File: src/rtl/retire_ring_pkg.sv
package retire_ring_pkg;

  // What the head slot does this cycle
  typedef enum logic [2:0] {
    RET_IDLE,    // ring empty
    RET_WAIT,    // head still executing
    RET_REG,     // commit to register file
    RET_STORE,   // release store to memory
    RET_SILENT,  // commit with no visible write
    RET_FAULT    // exception: discard everything
  } ret_kind_e;

endpackage

File: src/rtl/rr_ptr.sv
// Ring pointer carrying one extra wrap bit above the slot index.
module rr_ptr #(
  parameter int PW = 4
) (
  input  logic          clk,
  input  logic          rst_n,
  input  logic          adv,
  input  logic          load,
  input  logic [PW-1:0] load_val,
  output logic [PW-1:0] ptr
);

  logic [PW-1:0] ptr_q;
  logic [PW-1:0] ptr_d;
  logic          ptr_en;

  always_comb begin
    ptr_d  = ptr_q;
    ptr_en = load | adv;
    if (load) begin
      ptr_d = load_val;
    end else if (adv) begin
      ptr_d = ptr_q + PW'(1);
    end
  end

  always_ff @(posedge clk or negedge rst_n) begin
    if (!rst_n) begin
      ptr_q <= '0;
    end else if (ptr_en) begin
      ptr_q <= ptr_d;
    end
  end

  assign ptr = ptr_q;

endmodule

File: src/rtl/rr_slots.sv
// Entry storage: per-slot control state with reset, payload without.
module rr_slots #(
  parameter int DEPTH  = 8,
  parameter int IDX_W  = 3,
  parameter int AREG_W = 5,
  parameter int DATA_W = 32,
  parameter int ADDR_W = 32
) (
  input  logic              clk,
  input  logic              rst_n,
  input  logic [IDX_W-1:0]  head_idx,
  input  logic [IDX_W:0]    count,
  input  logic              alloc_we,
  input  logic [IDX_W-1:0]  alloc_idx,
  input  logic [AREG_W-1:0] alloc_dest,
  input  logic              alloc_wr_reg,
  input  logic              alloc_store,
  input  logic [ADDR_W-1:0] alloc_addr,
  input  logic              cmp_we,
  input  logic [IDX_W-1:0]  cmp_idx,
  input  logic [DATA_W-1:0] cmp_value,
  input  logic              cmp_fault,
  output logic [AREG_W-1:0] hd_dest,
  output logic              hd_wr_reg,
  output logic              hd_store,
  output logic [ADDR_W-1:0] hd_addr,
  output logic [DATA_W-1:0] hd_value,
  output logic              hd_fault,
  output logic              hd_done
);

  logic [DEPTH-1:0]  done_v;
  logic [DEPTH-1:0]  fault_v;
  logic [DEPTH-1:0]  wreg_v;
  logic [DEPTH-1:0]  st_v;
  logic [AREG_W-1:0] dest_a [DEPTH];
  logic [ADDR_W-1:0] addr_a [DEPTH];
  logic [DATA_W-1:0] val_a  [DEPTH];

  for (genvar g = 0; g < DEPTH; g++) begin : g_slot
    logic [IDX_W-1:0]  rel;
    logic              occ;
    logic              hit_a;
    logic              hit_c;
    logic              done_q, done_d;
    logic              flt_q, flt_d;
    logic              ctl_en;
    logic [AREG_W-1:0] dest_q;
    logic              wreg_q;
    logic              st_q;
    logic [ADDR_W-1:0] addr_q;
    logic [DATA_W-1:0] val_q;

    // slot is live when its distance from head is below the count
    assign rel   = IDX_W'(g) - head_idx;
    assign occ   = {1'b0, rel} < count;
    assign hit_a = alloc_we && (alloc_idx == IDX_W'(g));
    assign hit_c = cmp_we && (cmp_idx == IDX_W'(g)) && occ;

    always_comb begin
      done_d = done_q;
      flt_d  = flt_q;
      ctl_en = hit_a | hit_c;
      if (hit_a) begin
        done_d = 1'b0;
        flt_d  = 1'b0;
      end else if (hit_c) begin
        done_d = 1'b1;
        flt_d  = cmp_fault;
      end
    end

    always_ff @(posedge clk or negedge rst_n) begin
      if (!rst_n) begin
        done_q <= 1'b0;
        flt_q  <= 1'b0;
      end else if (ctl_en) begin
        done_q <= done_d;
        flt_q  <= flt_d;
      end
    end

    always_ff @(posedge clk) begin
      if (hit_a) begin
        dest_q <= alloc_dest;
        wreg_q <= alloc_wr_reg;
        st_q   <= alloc_store;
        addr_q <= alloc_addr;
      end
      if (hit_c) begin
        val_q <= cmp_value;
      end
    end

    assign done_v[g]  = done_q;
    assign fault_v[g] = flt_q;
    assign wreg_v[g]  = wreg_q;
    assign st_v[g]    = st_q;
    assign dest_a[g]  = dest_q;
    assign addr_a[g]  = addr_q;
    assign val_a[g]   = val_q;
  end

  assign hd_done   = done_v[head_idx];
  assign hd_fault  = fault_v[head_idx];
  assign hd_wr_reg = wreg_v[head_idx];
  assign hd_store  = st_v[head_idx];
  assign hd_dest   = dest_a[head_idx];
  assign hd_addr   = addr_a[head_idx];
  assign hd_value  = val_a[head_idx];

endmodule

File: src/rtl/rr_retire.sv
// Decides what the head slot does in the current cycle.
module rr_retire
  import retire_ring_pkg::*;
(
  input  logic      is_empty,
  input  logic      hd_done,
  input  logic      hd_fault,
  input  logic      hd_store,
  input  logic      hd_wr_reg,
  output ret_kind_e kind
);

  always_comb begin
    if (is_empty) begin
      kind = RET_IDLE;
    end else if (!hd_done) begin
      kind = RET_WAIT;
    end else if (hd_fault) begin
      kind = RET_FAULT;
    end else if (hd_store) begin
      kind = RET_STORE;
    end else if (hd_wr_reg) begin
      kind = RET_REG;
    end else begin
      kind = RET_SILENT;
    end
  end

endmodule

File: src/rtl/retire_ring.sv
module retire_ring
  import retire_ring_pkg::*;
#(
  parameter int DEPTH  = 8,
  parameter int AREG_W = 5,
  parameter int DATA_W = 32,
  parameter int ADDR_W = 32,
  localparam int IDX_W = $clog2(DEPTH)
) (
  input  logic              clk,
  input  logic              rst_n,
  input  logic              alloc_valid,
  input  logic [AREG_W-1:0] alloc_dest,
  input  logic              alloc_wr_reg,
  input  logic              alloc_store,
  input  logic [ADDR_W-1:0] alloc_addr,
  output logic              alloc_ready,
  output logic [IDX_W-1:0]  alloc_idx,
  input  logic              cmp_valid,
  input  logic [IDX_W-1:0]  cmp_idx,
  input  logic [DATA_W-1:0] cmp_value,
  input  logic              cmp_fault,
  output logic              rf_we,
  output logic [AREG_W-1:0] rf_waddr,
  output logic [DATA_W-1:0] rf_wdata,
  output logic              mem_we,
  output logic [ADDR_W-1:0] mem_addr,
  output logic [DATA_W-1:0] mem_wdata,
  output logic              flush,
  output logic [IDX_W-1:0]  flush_idx,
  output logic              empty
);

  localparam int PW = IDX_W + 1;
  localparam logic [PW-1:0] FULL_CNT = PW'(DEPTH);

  // reset: asserted at once, released on the clock
  logic [1:0] rst_sync_q;
  logic       rst_core_n;

  always_ff @(posedge clk or negedge rst_n) begin
    if (!rst_n) begin
      rst_sync_q <= 2'b00;
    end else begin
      rst_sync_q <= {rst_sync_q[0], 1'b1};
    end
  end
  assign rst_core_n = rst_sync_q[1];

  logic [PW-1:0]     head_ptr;
  logic [PW-1:0]     tail_ptr;
  logic [PW-1:0]     count;
  logic              full;
  logic              alloc_fire;
  logic              retire_adv;
  logic              fault;
  logic              cmp_we;
  ret_kind_e         kind;
  logic [AREG_W-1:0] hd_dest;
  logic              hd_wr_reg;
  logic              hd_store;
  logic [ADDR_W-1:0] hd_addr;
  logic [DATA_W-1:0] hd_value;
  logic              hd_fault;
  logic              hd_done;

  assign count       = tail_ptr - head_ptr;
  assign full        = (count == FULL_CNT);
  assign empty       = (count == '0);
  assign fault       = (kind == RET_FAULT);
  assign alloc_ready = !full && !fault;
  assign alloc_fire  = alloc_valid && alloc_ready;
  assign alloc_idx   = tail_ptr[IDX_W-1:0];
  assign cmp_we      = cmp_valid && !fault;
  assign retire_adv  = (kind == RET_REG) || (kind == RET_STORE) ||
                       (kind == RET_SILENT);

  rr_ptr #(.PW(PW)) u_head (
    .clk      (clk),
    .rst_n    (rst_core_n),
    .adv      (retire_adv),
    .load     (1'b0),
    .load_val (head_ptr),
    .ptr      (head_ptr)
  );

  // on a fault the tail snaps back onto the head, emptying the ring
  rr_ptr #(.PW(PW)) u_tail (
    .clk      (clk),
    .rst_n    (rst_core_n),
    .adv      (alloc_fire),
    .load     (fault),
    .load_val (head_ptr),
    .ptr      (tail_ptr)
  );

  rr_slots #(
    .DEPTH  (DEPTH),
    .IDX_W  (IDX_W),
    .AREG_W (AREG_W),
    .DATA_W (DATA_W),
    .ADDR_W (ADDR_W)
  ) u_slots (
    .clk          (clk),
    .rst_n        (rst_core_n),
    .head_idx     (head_ptr[IDX_W-1:0]),
    .count        (count),
    .alloc_we     (alloc_fire),
    .alloc_idx    (tail_ptr[IDX_W-1:0]),
    .alloc_dest   (alloc_dest),
    .alloc_wr_reg (alloc_wr_reg),
    .alloc_store  (alloc_store),
    .alloc_addr   (alloc_addr),
    .cmp_we       (cmp_we),
    .cmp_idx      (cmp_idx),
    .cmp_value    (cmp_value),
    .cmp_fault    (cmp_fault),
    .hd_dest      (hd_dest),
    .hd_wr_reg    (hd_wr_reg),
    .hd_store     (hd_store),
    .hd_addr      (hd_addr),
    .hd_value     (hd_value),
    .hd_fault     (hd_fault),
    .hd_done      (hd_done)
  );

  rr_retire u_retire (
    .is_empty  (empty),
    .hd_done   (hd_done),
    .hd_fault  (hd_fault),
    .hd_store  (hd_store),
    .hd_wr_reg (hd_wr_reg),
    .kind      (kind)
  );

  assign rf_we     = (kind == RET_REG);
  assign rf_waddr  = hd_dest;
  assign rf_wdata  = hd_value;
  assign mem_we    = (kind == RET_STORE);
  assign mem_addr  = hd_addr;
  assign mem_wdata = hd_value;
  assign flush     = fault;
  assign flush_idx = head_ptr[IDX_W-1:0];

endmodule

File: config.mk
export PLATFORM = sky130hd
export DESIGN_NAME = retire_ring
export DESIGN_NICKNAME = d
export VERILOG_FILES = /design/src/rtl/retire_ring_pkg.sv /design/src/rtl/rr_ptr.sv /design/src/rtl/rr_slots.sv /design/src/rtl/rr_retire.sv /design/src/rtl/retire_ring.sv
export SDC_FILE = /design/constraint.sdc
export NUM_CORES = 1
export LEC_CHECK = 0
export CAP_MARGIN = 20
export CORE_ASPECT_RATIO = 1.5
export CORE_MARGIN = 10
export CORE_UTILIZATION = 50
export DETAILED_ROUTE_END_ITERATION = 10
export PLACE_DENSITY_LB_ADDON = 0.1
export SLEW_MARGIN = 20
export SYNTH_ARGS = -nofsm -noshare
export SYNTH_HDL_FRONTEND = slang
export SYNTH_SLANG_ARGS = --single-unit
File: constraint.sdc
create_clock -name clk -period 9.79 [get_ports clk]
set_input_delay 1.958 -clock clk [delete_from_list [all_inputs] [get_ports clk]]
set_output_delay 1.958 -clock clk [all_outputs]
set_load 0.02 [all_outputs]
==> insert_results.sql <==
INSERT INTO impl_metrics (metric_group, metric, value, unit) VALUES
('outcome', 'run_status', 'completed', ''),
('global_routing', 'antenna_found_initial', '3', ''),
('clocking', 'clockBufferDepth', '3', ''),
('timing', 'tightestPinTransition', '0.950', 'ns'),
('clocking', 'clkSlewWorstSetupHoldPaths', '0.07', 'ns'),
('clocking', 'clkSinkCount', '594', ''),
('floorplanning', 'floorplan.io_pins', '191', ''),
('synth', 'synth.cell_area', '23700', 'sq um'),
('global_routing', 'first_global_vias', '12600', ''),
('worst_setup_path', 'critical_path.cell_chain', 'inv_1 > fa_1 > xnor2_1 > and3_1 > a311o_1 > inv_2 > a21oi_1 > clkdlybuf4s50_1', ''),
('synth', 'netlist.area_leader.share', '72.0', '%'),
('worst_setup_path', 'regToRegStartpoint', 'u_head.ptr[1]$_DFFE_PN0P_', ''),
('power_and_ir_drop', 'cell_internal_pwr', '6.19', 'mW'),
('floorplanning', 'dieArea', '56700', 'sq um'),
('global_routing', 'grtUsageTotal', '18.3', '%'),
('floorplanning', 'placementRows', '97', ''),
('timing', 'slew_violations', '0', ''),
('power_and_ir_drop', 'power.combinational.fraction', '40.8', '%'),
('placed_design', 'dpl.hpwl', '29800', 'um'),
('timing', 'rsz0062_at_grt', 'false', ''),
('synth', 'mappedNetlistNets', '1337', ''),
('timing', 'final_min_period_over_clock_period', '75.3', '%'),
('worst_setup_path', 'crit_path_start_kind', 'register', ''),
('routing', 'postRouteAntennaNets', '0', ''),
('power_and_ir_drop', 'power.share.clock', '23.0', '%'),
('power_and_ir_drop', 'power.density', '339', 'nW/um^2'),
('clocking', 'clock_buffer_count_from_cts', '55', ''),
('power_and_ir_drop', 'peakVddDrop', '0.000186', 'V'),
('worst_setup_path', 'critPathMaxFanout', '45', ''),
('floorplanning', 'floorplan.initialDensity', '50.6', '%'),
('global_routing', 'globalRouteMet3Util', '4.05', '%'),
('worst_setup_path', 'crit_arrival', '5.41', 'ns'),
('global_routing', 'gr-usage-met1', '22.7', '%'),
('cells_and_area', 'antenna-diode-count', '0', ''),
('cells_and_area', 'layout.cells.most_common_list', '568 x edfxtp_1, 216 x nand2_1, 190 x clkdlybuf4s50_1', ''),
('clocking', 'tritoncts', 'yes', ''),
('power_and_ir_drop', 'power.sequential.fraction', '36.1', '%'),
('worst_setup_path', 'critical_path.slowest_cell', 'dfrtp_4', ''),
('synth', 'synthDominantAreaCellType', 'edfxtp_1', ''),
('routing', 'detail_route.iter0.violations', '695', ''),
('routing', 'vias', '11800', ''),
('synth', 'synth.ff_latch_count', '594', ''),
('clocking', 'cts_htree_levels', '2', ''),
('synth', 'top_cells_by_area_in_the_synthesized_netlist', 'edfxtp_1 72%, mux4_2 14%, nand2_1 3.4%', ''),
('clocking', 'cts.repair.resized', '0', ''),
('job', 'cap_violations', '0', ''),
('clocking', 'clock-root-buffer', 'clkbuf_16', ''),
('worst_setup_path', 'cp.required', '7.83', 'ns'),
('global_routing', 'grt_pass1_wl', '78800', 'um'),
('worst_hold_path', 'hp-class', 'register to async pin', ''),
('worst_setup_path', 'reg2reg_to', 'u_slots.g_slot[3].val_q[20]$_DFFE_PP_', ''),
('timing', 'final_hold_viol_count', '0', ''),
('power_and_ir_drop', 'total_leakage_power', '9.42', 'nW'),
('synth', 'synth.yosys.warnings', '0', ''),
('clocking', 'clock_insertion_delay_worst_skew', '0.60', 'ns'),
('worst_setup_path', 'rr_worst_depth', '8', ''),
('synth', 'yosysSeqAreaShare', '74.8', '%'),
('power_and_ir_drop', 'power.switching_fraction', '34.7', '%'),
('floorplanning', 'width_of_the_die', '198', 'um'),
('cells_and_area', 'finalNetCount', '1519', ''),
('cells_and_area', 'fill_cells', '3455', ''),
('timing', 'period_minus_slack', '7.37', 'ns'),
('cells_and_area', 'syn2layout_area_growth', '18.0', '%'),
('floorplanning', 'core_area', '46800', 'sq um'),
('routing', 'vias_per_cell', '5.77', ''),
('routing', 'postRouteWirelength', '51700', 'um'),
('global_routing', 'gr-usage-met2', '31.9', '%'),
('routing', 'post_drt_wl_per_cell', '25.2', 'um'),
('global_routing', 'grt_start_max_net_pins', '57', ''),
('routing', 'drcViolationCount', '0', ''),
('routing', 'firstDrtPassIters', '5', '');
## worst max path at each step
stage | start | end | slack, ns | cells after the start
6_report | u_head.ptr[1]$_DFFE_PN0P_ | alloc_ready | 2.42 | 8
5_1_grt | u_head.ptr[1]$_DFFE_PN0P_ | alloc_ready | 2.08 | 8
4_1_cts | u_head.ptr[1]$_DFFE_PN0P_ | alloc_ready | 2.32 | 8
3_5_place_dp | u_head.ptr[1]$_DFFE_PN0P_ | alloc_ready | 3.00 | 8
3_3_place_gp | u_head.ptr[1]$_DFFE_PN0P_ | alloc_ready | 3.11 | 8
2_1_floorplan | u_head.ptr[2]$_DFFE_PN0P_ | u_slots.g_slot[1].addr_q[0]$_DFFE_PP_ | 2.91 | 9
## critical path, delay by kind of cell (launching register included)
kind                     cells  cell delay [ns]
adder cells (fa/ha/maj)      1             0.50
flip-flops                   1             0.89
AND/OR/NAND/NOR              1             0.34
buffers and inverters        3             1.43
XOR/XNOR                     1             0.69
AO/OA/AOI/OAI                2             0.93
## routing by layer
layer,up-vias,wire length (um)
met1,6242,20500
li1,5212,-
met3,86,3020
met4,6,1060
met2,296,27100
met5,-,47
## power groups by stage
stage	Clock, mW	Sequential, mW	Combinational [mW]
floorplan	0	3.35	2.67
global placement	0	3.47	3.94
detailed placement	0	3.49	3.96
CTS	2.24	3.44	3.98
global route	2.33	3.47	4.21
finish	2.18	3.43	3.87
## cells by family after synthesis
logic type | count (synthesis) | share of synthesized area, %
other | 1 | 0.0158
adder cells (fa/ha/maj) | 27 | 1.46
XOR/XNOR | 8 | 0.296
buffers and inverters | 112 | 2.51
flip-flops | 594 | 74.8
AND/OR/NAND/NOR | 278 | 5.09
multiplexers | 150 | 14.1
AO/OA/AOI/OAI | 61 | 1.77
## area by class of cell
type                       instances  area [sq um]  area share [%]
sequential                       594         17700            63.4
multi-input combinational        525          5460            19.5
inverter                          20          75.1           0.269
tap                              594           743            2.66
clock inverter                    38           422            1.51
clock buffer                      63          1430            5.11
timing repair buffer             217          2100            7.53
## Yosys cell counts, types with 2 or more instances
master     count
or3_1          3
or4_1          2
a2bb2oi_1      4
nor3b_1        2
o22ai_1        2
inv_1         18
nand4_1        3
a31oi_1        6
and4_1         2
buf_6          2
a31o_2         2
o31ai_1        4
nand3_1        6
o21ai_0        6
nor2_1        14
nor3_1         7
inv_2          2
mux4_2       146
a21o_1         2
o41ai_1        4
nand4bb_1      3
mux2i_1        3
and3_1         6
nand2_1      216
edfxtp_1     568
buf_2         10
buf_1         12
o21a_1         2
buf_4         39
nand2b_1       3
clkbuf_1      29
o21bai_1       2
dfrtp_1       26
nor4_2         4
xnor2_1        7
a22oi_1        4
a21oi_1       15
nor2b_1        3
ha_1          26
## stage by stage
stage | util (%) | std cells | setup WS (ns) | area, sq um | total power, mW
floorplan | - | 1231 | 2.91 | 23700 | 6.02
detailed placement | 55.7 | 1950 | 3.00 | 26100 | 7.45
CTS | 59.7 | 2051 | 2.32 | 27900 | 9.66
global route | 59.7 | 2051 | 2.08 | 27900 | 10.0
finish | 59.7 | 2051 | 2.42 | 27900 | 9.48
global placement | 55.7 | 1950 | 3.11 | 26100 | 7.41
## registers in the layout (all words and copies together) (netlist names)
name and flops:
u_slots.g_slot.dest_q 40, u_slots.g_slot.val_q 256, u_slots.g_slot.done_q 8, u_tail.ptr 4, u_slots.g_slot.flt_q 8, rst_sync_q 2
u_head.ptr 4, u_slots.g_slot.wreg_q 8, u_slots.g_slot.st_q 8, u_slots.g_slot.addr_q 256
No activity file was read; power rests on OpenSTA's default activity.
